`src/rtl/tmu_pkg.sv`:
```
package tmu_pkg;
  typedef enum logic [1:0] {
    OP_READ  = 2'b00,
    OP_WRITE = 2'b01,
    OP_CMP   = 2'b10,
    OP_SPARE = 2'b11
  } tmu_op_e;
endpackage

```
`src/rtl/tmu_ram.sv`:
```
// Byte-lane RAM with a registered read port; one array per lane so
// block RAM with lane enables can be inferred.
module tmu_ram #(
  parameter int DW = 18,
  parameter int AW = 8,
  parameter int NB = 2
) (
  input  logic          clk,
  input  logic [NB-1:0] we,
  input  logic          re,
  input  logic [AW-1:0] addr,
  input  logic [DW-1:0] wdata,
  output logic [DW-1:0] rdata
);
  localparam int BW    = DW / NB;
  localparam int DEPTH = 1 << AW;

  for (genvar gl = 0; gl < NB; gl++) begin : g_lane
    logic [BW-1:0] mem [DEPTH];
    logic [BW-1:0] q;
    always_ff @(posedge clk) begin
      if (we[gl]) mem[addr] <= wdata[gl*BW +: BW];
      if (re)     q <= mem[addr];
    end
    assign rdata[gl*BW +: BW] = q;
  end
endmodule

```
`src/rtl/tmu_din_reg.sv`:
```
// Data-input register with synchronous capture enable.
module tmu_din_reg #(
  parameter int DW = 18
) (
  input  logic          clk,
  input  logic          rst,
  input  logic          cap_en,
  input  logic [DW-1:0] bus,
  output logic [DW-1:0] held,
  output logic [DW-1:0] eff
);
  assign eff = cap_en ? bus : held;

  always_ff @(posedge clk) begin
    if (rst)         held <= '0;
    else if (cap_en) held <= bus;
  end
endmodule

```
`src/rtl/tmu_cmp.sv`:
```
// Masked equality comparator.
module tmu_cmp #(
  parameter int          DW   = 18,
  parameter logic [DW-1:0] MASK = '1
) (
  input  logic [DW-1:0] word,
  input  logic [DW-1:0] key,
  output logic          hit
);
  logic [DW-1:0] diff;
  assign diff = (word ^ key) & MASK;
  assign hit  = (diff == '0);
endmodule

```
`src/rtl/tmu_out_stage.sv`:
```
// Optional output register for data and match, chosen by pipe_mode.
module tmu_out_stage #(
  parameter int DW = 18
) (
  input  logic          clk,
  input  logic          rst,
  input  logic          pipe_mode,
  input  logic          f_rd_act,
  input  logic [DW-1:0] f_data,
  input  logic          f_cmp_act,
  input  logic          f_hit,
  output logic          o_rd_act,
  output logic [DW-1:0] o_data,
  output logic          o_cmp_act,
  output logic          o_hit
);
  logic          p_rd_act, p_cmp_act, p_hit;
  logic [DW-1:0] p_data;

  always_ff @(posedge clk) begin
    if (rst) begin
      p_rd_act  <= 1'b0;
      p_cmp_act <= 1'b0;
      p_hit     <= 1'b0;
    end else begin
      p_rd_act  <= f_rd_act;
      p_cmp_act <= f_cmp_act;
      p_hit     <= f_hit;
    end
  end

  always_ff @(posedge clk) p_data <= f_data;

  always_comb begin
    if (pipe_mode) begin
      o_rd_act  = p_rd_act;
      o_data    = p_data;
      o_cmp_act = p_cmp_act;
      o_hit     = p_hit;
    end else begin
      o_rd_act  = f_rd_act;
      o_data    = f_data;
      o_cmp_act = f_cmp_act;
      o_hit     = f_hit;
    end
  end
endmodule

```
`src/rtl/tag_match_unit.sv`:
```
module tag_match_unit
  import tmu_pkg::*;
#(
  parameter int            DW       = 18,
  parameter int            AW       = 8,
  parameter int            NB       = 2,
  parameter logic [DW-1:0] CMP_MASK = '1
) (
  input  logic          clk,
  input  logic          rst,
  input  logic          pipe_mode,
  input  logic          cyc_valid,
  input  logic [1:0]    cyc_op,
  input  logic [AW-1:0] cyc_addr,
  input  logic [NB-1:0] byte_en,
  input  logic          din_cap_en,
  input  logic [DW-1:0] din,
  input  logic          dout_oe,
  input  logic          match_oe,
  output logic [DW-1:0] dout,
  output logic          dout_drive,
  output logic          match_out,
  output logic          match_valid
);
  tmu_op_e op;
  logic    is_rd, is_wr, is_cmp;
  assign op     = tmu_op_e'(cyc_op);
  assign is_rd  = cyc_valid && (op == OP_READ);
  assign is_wr  = cyc_valid && (op == OP_WRITE);
  assign is_cmp = cyc_valid && (op == OP_CMP);

  // data-input register
  logic [DW-1:0] key_q, wr_data;
  tmu_din_reg #(.DW(DW)) u_din (
    .clk(clk), .rst(rst), .cap_en(din_cap_en), .bus(din),
    .held(key_q), .eff(wr_data)
  );

  // memory
  logic [DW-1:0] rd_word;
  tmu_ram #(.DW(DW), .AW(AW), .NB(NB)) u_ram (
    .clk(clk), .we(is_wr ? byte_en : '0), .re(is_rd || is_cmp),
    .addr(cyc_addr), .wdata(wr_data), .rdata(rd_word)
  );

  // stage-1 cycle type
  logic s1_rd, s1_cmp;
  always_ff @(posedge clk) begin
    if (rst) begin
      s1_rd  <= 1'b0;
      s1_cmp <= 1'b0;
    end else begin
      s1_rd  <= is_rd;
      s1_cmp <= is_cmp;
    end
  end

  // comparator
  logic hit_f;
  tmu_cmp #(.DW(DW), .MASK(CMP_MASK)) u_cmp (
    .word(rd_word), .key(key_q), .hit(hit_f)
  );

  // output stage
  logic o_rd, o_cmp, o_hit;
  tmu_out_stage #(.DW(DW)) u_out (
    .clk(clk), .rst(rst), .pipe_mode(pipe_mode),
    .f_rd_act(s1_rd), .f_data(rd_word), .f_cmp_act(s1_cmp), .f_hit(hit_f),
    .o_rd_act(o_rd), .o_data(dout), .o_cmp_act(o_cmp), .o_hit(o_hit)
  );

  assign dout_drive  = o_rd && dout_oe;
  assign match_valid = o_cmp && match_oe;
  assign match_out   = match_valid && o_hit;
endmodule

```
`config.mk`:
```
export PLATFORM = sky130hd
export DESIGN_NAME = tag_match_unit
export DESIGN_NICKNAME = d
export VERILOG_FILES = /design/src/rtl/tmu_pkg.sv /design/src/rtl/tmu_ram.sv /design/src/rtl/tmu_din_reg.sv /design/src/rtl/tmu_cmp.sv /design/src/rtl/tmu_out_stage.sv /design/src/rtl/tag_match_unit.sv
export SDC_FILE = /design/constraint.sdc
export NUM_CORES = 2
export LEC_CHECK = 0
export BUFFER_PORTS_ARGS = -buffer_cell sky130_fd_sc_hd__buf_2
export CAP_MARGIN = 20
export CORE_ASPECT_RATIO = 0.7
export CORE_UTILIZATION = 35
export CTS_BUF_LIST = sky130_fd_sc_hd__clkbuf_16
export DETAILED_ROUTE_END_ITERATION = 16
export SYNTH_ARGS = -nofsm -noshare
export SYNTH_HDL_FRONTEND = slang
export SYNTH_MEMORY_MAX_BITS = 65536
export SYNTH_SLANG_ARGS = --single-unit
```
`constraint.sdc`:
```
create_clock -name clk -period 5.85 [get_ports clk]
set_clock_uncertainty 0.1 [all_clocks]
set_input_delay 0.8775 -clock clk [delete_from_list [all_inputs] [get_ports clk]]
set_output_delay 0.8775 -clock clk [all_outputs]
set_load 0.01 [all_outputs]
```
Word level (Yosys, flattened, before mapping)
Memory sizes are Yosys's and may differ from the RTL's. A register that Yosys moved wholly into a read port is not among the register bits. Index checks and enable logic that the tools add are counted.

Word-level logic and storage cells: 31. Memories kept: 2. Register bits: 41. Memory bits (writable): 4608.

Multiplexer cells: 10. Reduce and logical (&&, ||, !) cells: 9. Equality and inequality tests: 2. Bitwise logic cells: 1.

Memory list: u_ram.g_lane[0].mem (depth 256, width 9, rd ports 1, clocked after Yosys merged registers in 1, write ports 1, line tmu_ram.sv:19) `logic [BW-1:0] mem [DEPTH];`; u_ram.g_lane[1].mem (depth 256, width 9, rd ports 1, clocked after Yosys merged registers in 1, write ports 1, line tmu_ram.sv:19).

Operator list (number): 2-to-1 mux 18 bit (2); logical NOT 18 bit (1); XOR 18 bit (1); 2-to-1 mux 1 bit (7); logical AND 1 bit (6); equality test 2 x 1 -> 1 bit, second input constant (1); equality test 2 bit, second input constant (1); logical NOT 2 bit (1); 2-to-1 mux 2 bit (1); logical OR 1 bit (1).

Logic depth before layout (Yosys ltp)
Depth after elaboration: 5. Depth in mapped cells: 9.

Hierarchy
Synthesis repeated with hierarchy kept, for this count alone.

Cells, all modules: 7968. Area, all modules: 177697.9 um2.

By module, submodules not included: tmu_ram (instances 1, cells an instance 7830, area an instance 175827.4 um2, seq. area each 138913.2 um2); tmu_din_reg (instances 1, cells an instance 57, area an instance 779.5 um2, seq. area each 360.3 um2); tmu_out_stage (instances 1, cells an instance 47, area an instance 773.2 um2, seq. area each 420.4 um2); tmu_cmp (instances 1, cells an instance 24, area an instance 200.2 um2, seq. area each 0.0 um2); tag_match_unit (instances 1, cells an instance 10, area an instance 117.6 um2, seq. area each 40.0 um2).

Worst setup path before layout
OpenSTA, ideal clock, no wires.

Path type: input -> register. Start point: input port din_cap_en. End point: memory u_ram.g_lane[0].mem[0][7] in the netlist's numbering (data pin). Library setup time: 0.556 ns. Data arrival time: 3.442 ns. Cell stages on the path: 3. Slack: 1.752 ns. Data required time: 5.194 ns. Buffers on the path: 2. Cells stage by stage: clkbuf_1 buf_1 mux2_2.

Longest elaborated chain between the ends: 1.

Ends and longest elaborated chain: from (decl) (line tag_match_unit.sv:16) `input logic din_cap_en,`; 2-to-1 mux 18 bit; named net u_din.eff[7] (line tmu_din_reg.sv:10) `output logic [DW-1:0] eff`; to (decl) (line tmu_ram.sv:19).

The timed path passes the listed nets, and every way through them passes these cells.

Final worst setup path
Start point: input port cyc_op[1]. End point: memory u_ram.g_lane[1].mem[44][3] in the netlist's numbering (enable).

Longest elaborated chain between the ends: 5.

Ends and longest elaborated chain: from (decl) (line tag_match_unit.sv:13) `input logic [1:0] cyc_op,`; equality test 2 x 1 -> 1 bit (line tag_match_unit.sv:29) `assign is_wr = cyc_valid && (op == OP_WRITE);`; logical AND 1 bit (line tag_match_unit.sv:29); 2-to-1 mux 2 bit (line tag_match_unit.sv:42) `.clk(clk), .we(is_wr ? byte_en : '0), .re(is_rd || is_cmp),`; 2-to-1 mux 1 bit (line tmu_ram.sv:22) `if (we[gl]) mem[addr] <= wdata[gl*BW +: BW];`; 2-to-1 mux 1 bit (implied by the code) (line tmu_ram.sv:22); to (decl) (line tmu_ram.sv:19).

No other way between the ends.

==> results.md <==
* Final Hold Violating Endpoints at 0
* Post-synth top area cell: sky130_fd_sc_hd__edfxtp_1
* Worst endpoint data arrival time at ~5.0 ns
* Iteration count of the initial detailed-routing pass at 6
* Combined area of the multi-input logic cells at 36200 um^2
* Number of max-slew violations in the final report at 0
* Data required time at the worst endpoint at approximately 6.4 ns
* Combined flip-flop and latch cell area at roughly 140000 um^2
* Total CTS buffers at 437
* Critical path endpoint category: flop
* Yosys warnings at 0
* I/O Buffers at 57
* WS Path Type: in2reg
* Number of nets in the layout at roughly 8400
* Most numerous cell types in the synthesized netlist: 4626 x sky130_fd_sc_hd__edfxtp_1, 1152 x sky130_fd_sc_hd__mux4_2, 576 x sky130_fd_sc_hd__a22oi_1
* Distinct cell type count after synthesis at 28
* Remaining design rule violation count at 0
* Max-cap violations at 0
* Final routed wirelength across all metal layers at between 400000 and 500000 um
* Vias/cell at 5.63
* Highest clock rate at around 220 MHz
* Slew at the pin closest to its max-slew limit at around 1.3 ns
* Worst-path cell chain: dlygate4sd3_1 -> buf_2 -> and3b_1 -> nand2_1 -> nor2_1 -> nand2_1 -> nor2_1
* Max VDD drop at 275 uV
* Pre-CTS setup slack at ~0.46 ns
* Number of filler cells placed in the layout at 43400
* Slowest CP cell: sky130_fd_sc_hd__nor2_1
* Clock root buffer: sky130_fd_sc_hd__clkbuf_16
* Startpoint type of the worst setup path: primary input
* Status: finished clean
* Core Util, Final at between 40% and 50%
* Finish-stage setup viols at 0
* Total number of placement rows at 218
* Leak at 62.5 nW
* Area share of the largest cell type after synthesis at a little under 80%
* Reg clk slew, reported paths at ~0.060 ns
* Area Overhead vs Synth at 14.5%
* Die Area at 510000 um^2
* Setup Total Neg Slack at 0 ns
* Initial Util at 35.2%
* Delay contributed by the slowest stage of the critical path at roughly 0.96 ns
* RSZ-0062 raised after global routing: no
* Max-slew headroom at the worst pin at around 11%
* Io pins at between 50 and 60
* Largest net degree at the start of global routing at around 170
* Global-route total usage across every layer at 17.8%
* Routability congestion estimate at roughly 0.81
* Register area share after synthesis at 78.7%
* Synth area leaders: sky130_fd_sc_hd__edfxtp_1 78%, sky130_fd_sc_hd__mux4_2 15%, sky130_fd_sc_hd__a22oi_1 2.4%
* Largest fanout of any net on the critical path at 16
* Post-synthesis instance area at approximately 180000 um^2
* Ratio of cells with drive above 1 in the final layout at 27.1%
* Final-layout worst hold slack at 0.182 ns
* Estimated wirelength of the detail-placed design at about 270000 um
* Most common flop cell mapped by yosys: sky130_fd_sc_hd__edfxtp_1
* Fraction of registers with async set/reset at 0%
* CTS HTree Levels at 5
* CTS tree: built
* Min setup slack post-route at between 1 and 1.5 ns
* CTS sink count at 4667
* Vias in the first global route at between 80000 and 90000
* Synthesized netlist cell count at between 7000 and 8000
* Total gr overflow at 0
* Number of instances resized during post-cts repair at 0
* Final min period at around 4.4 ns
* Die height at roughly 600 um
* Core area at about 500000 um^2
* Count of flip-flops with a built-in enable after synthesis at approximately 4600
* Class of the most critical hold timing path: in2reg
* Part of the cycle the worst path needs at about three quarters
* Number of nets in the synthesized netlist at between 8000 and 9000
* Number of vias after detailed routing at 87200
* Library cell with the highest instance count after synthesis: sky130_fd_sc_hd__edfxtp_1
* Antenna violations before repair at 17
* Number of violations reported at the end of detailed-routing iteration 0 at 12200
* Width of the chip at between 800 and 900 um
* Register bit total from synthesis at around 4700
* Clock insertion delay at the later pin of the skew report at 1.02 ns
* Antenna Nets Post-Route at 0
* Post-synthesis area per instance at about 22 um^2
* Global-route wire length before repair at 661000 um
* Wire per inst at roughly 30 um
* Power Density at between 300 and 400 nW/um^2
* Maximum clock path buffer count at 4
final cells by class:
cell class	instances	share of cell area (%)
clock buffer	441	5.43
tap	6710	4.13
sequential	4667	68.8
clock inverter	377	1.60
antenna	5	0.00616
timing repair buffer	507	2.22
multi-input combinational	2786	17.8
cell usage in the layout (no fill, tap or decap), types with 4 or more instances in the layout:
cell type / n
sky130_fd_sc_hd__a21oi_1: 288
sky130_fd_sc_hd__a22oi_1: 576
sky130_fd_sc_hd__buf_12: 66
sky130_fd_sc_hd__buf_2: 60
sky130_fd_sc_hd__buf_4: 377
sky130_fd_sc_hd__bufinv_16: 47
sky130_fd_sc_hd__clkbuf_16: 441
sky130_fd_sc_hd__clkinv_1: 114
sky130_fd_sc_hd__clkinv_16: 6
sky130_fd_sc_hd__clkinv_2: 88
sky130_fd_sc_hd__clkinv_4: 9
sky130_fd_sc_hd__clkinv_8: 5
sky130_fd_sc_hd__clkinvlp_4: 24
sky130_fd_sc_hd__dfxtp_1: 41
sky130_fd_sc_hd__diode_2: 5
sky130_fd_sc_hd__edfxtp_1: 4626
sky130_fd_sc_hd__inv_1: 68
sky130_fd_sc_hd__inv_16: 4
sky130_fd_sc_hd__inv_6: 12
sky130_fd_sc_hd__mux2_2: 18
sky130_fd_sc_hd__mux2_8: 18
sky130_fd_sc_hd__mux4_2: 1152
sky130_fd_sc_hd__nand2_1: 35
sky130_fd_sc_hd__nand2_4: 10
sky130_fd_sc_hd__nand3_4: 6
sky130_fd_sc_hd__nand4_1: 19
sky130_fd_sc_hd__nor2_1: 520
sky130_fd_sc_hd__nor2b_1: 26
sky130_fd_sc_hd__nor2b_4: 5
sky130_fd_sc_hd__nor4_1: 4
sky130_fd_sc_hd__o41ai_1: 49
sky130_fd_sc_hd__o41ai_2: 23
sky130_fd_sc_hd__xor2_1: 16
sequential cells by signal, indices dropped and copies added (netlist names):
name	flops
u_ram.g_lane.mem	4608
u_out.p_data	18
s1_cmp	1
u_out.p_rd_act	1
u_out.p_hit	1
u_out.p_cmp_act	1
u_din.held	18
s1_rd	1
u_ram.g_lane.q	18
through the flow:
step                instances  power (W)  area, um^2
floorplan                7969     0.0398      177000
finish                  15500     0.0691      203000
CTS                     15500     0.0694      203000
global placement        14700     0.0413      189000
detailed placement      14700     0.0414      189000
global route            15500     0.0708      203000
cells by family after synthesis:
| group | synth area share, % |
|---|---|
| flip-flops | 78.7 |
| multiplexers | 14.9 |
| AO/OA/AOI/OAI | 3.61 |
| AND/OR/NAND/NOR | 1.45 |
| buffers and inverters | 1.25 |
| XOR/XNOR | 0.0888 |
timing repair:
action | in CTS | in global routing
hold buffers | 1 | 0
buffers inserted | 0 | 0
hold endpoints to repair | 2 | 0
endpoints found under the setup margin | 0 | 0
path summary, 6_finish.rpt:
path / start / endpoint / slack, ns / cells past startpoint
hold reg to reg: s1_cmp / u_out.p_cmp_act / 0.37 / 1
setup / recovery: cyc_op[1] / u_ram.g_lane[1].mem[44][3] / 1.40 / 7
hold / removal: cyc_op[0] / u_ram.g_lane[0].q[5] / 0.18 / 2
setup reg to reg: u_ram.g_lane[0].mem[139][1] / u_ram.g_lane[0].q[1] / 2.61 / 6
where the power goes:
| part | internal (W) | switching (W) | total, W |
|---|---|---|---|
| combinational | 0.00110 | 0.00240 | 0.00350 |
| clock | 0.0158 | 0.0126 | 0.0285 |
| sequential | 0.0371 | 0.0000461 | 0.0371 |
critical path, delay by kind of cell:
family                 cells  cell delay (ns)
buffers and inverters      2             0.66
and+or+nand+nor            5             3.39
metal layers:
metal	vias to the layer above	global-route usage, %	part of all wire [%]
met3	632	3.94	10
met4	4	3.89	2.3
met1	47200	26.8	43
met2	4526	26.6	45
li1	34800	-	-
met5	-	0	0.0058
No activity file was read; power rests on OpenSTA's default activity.
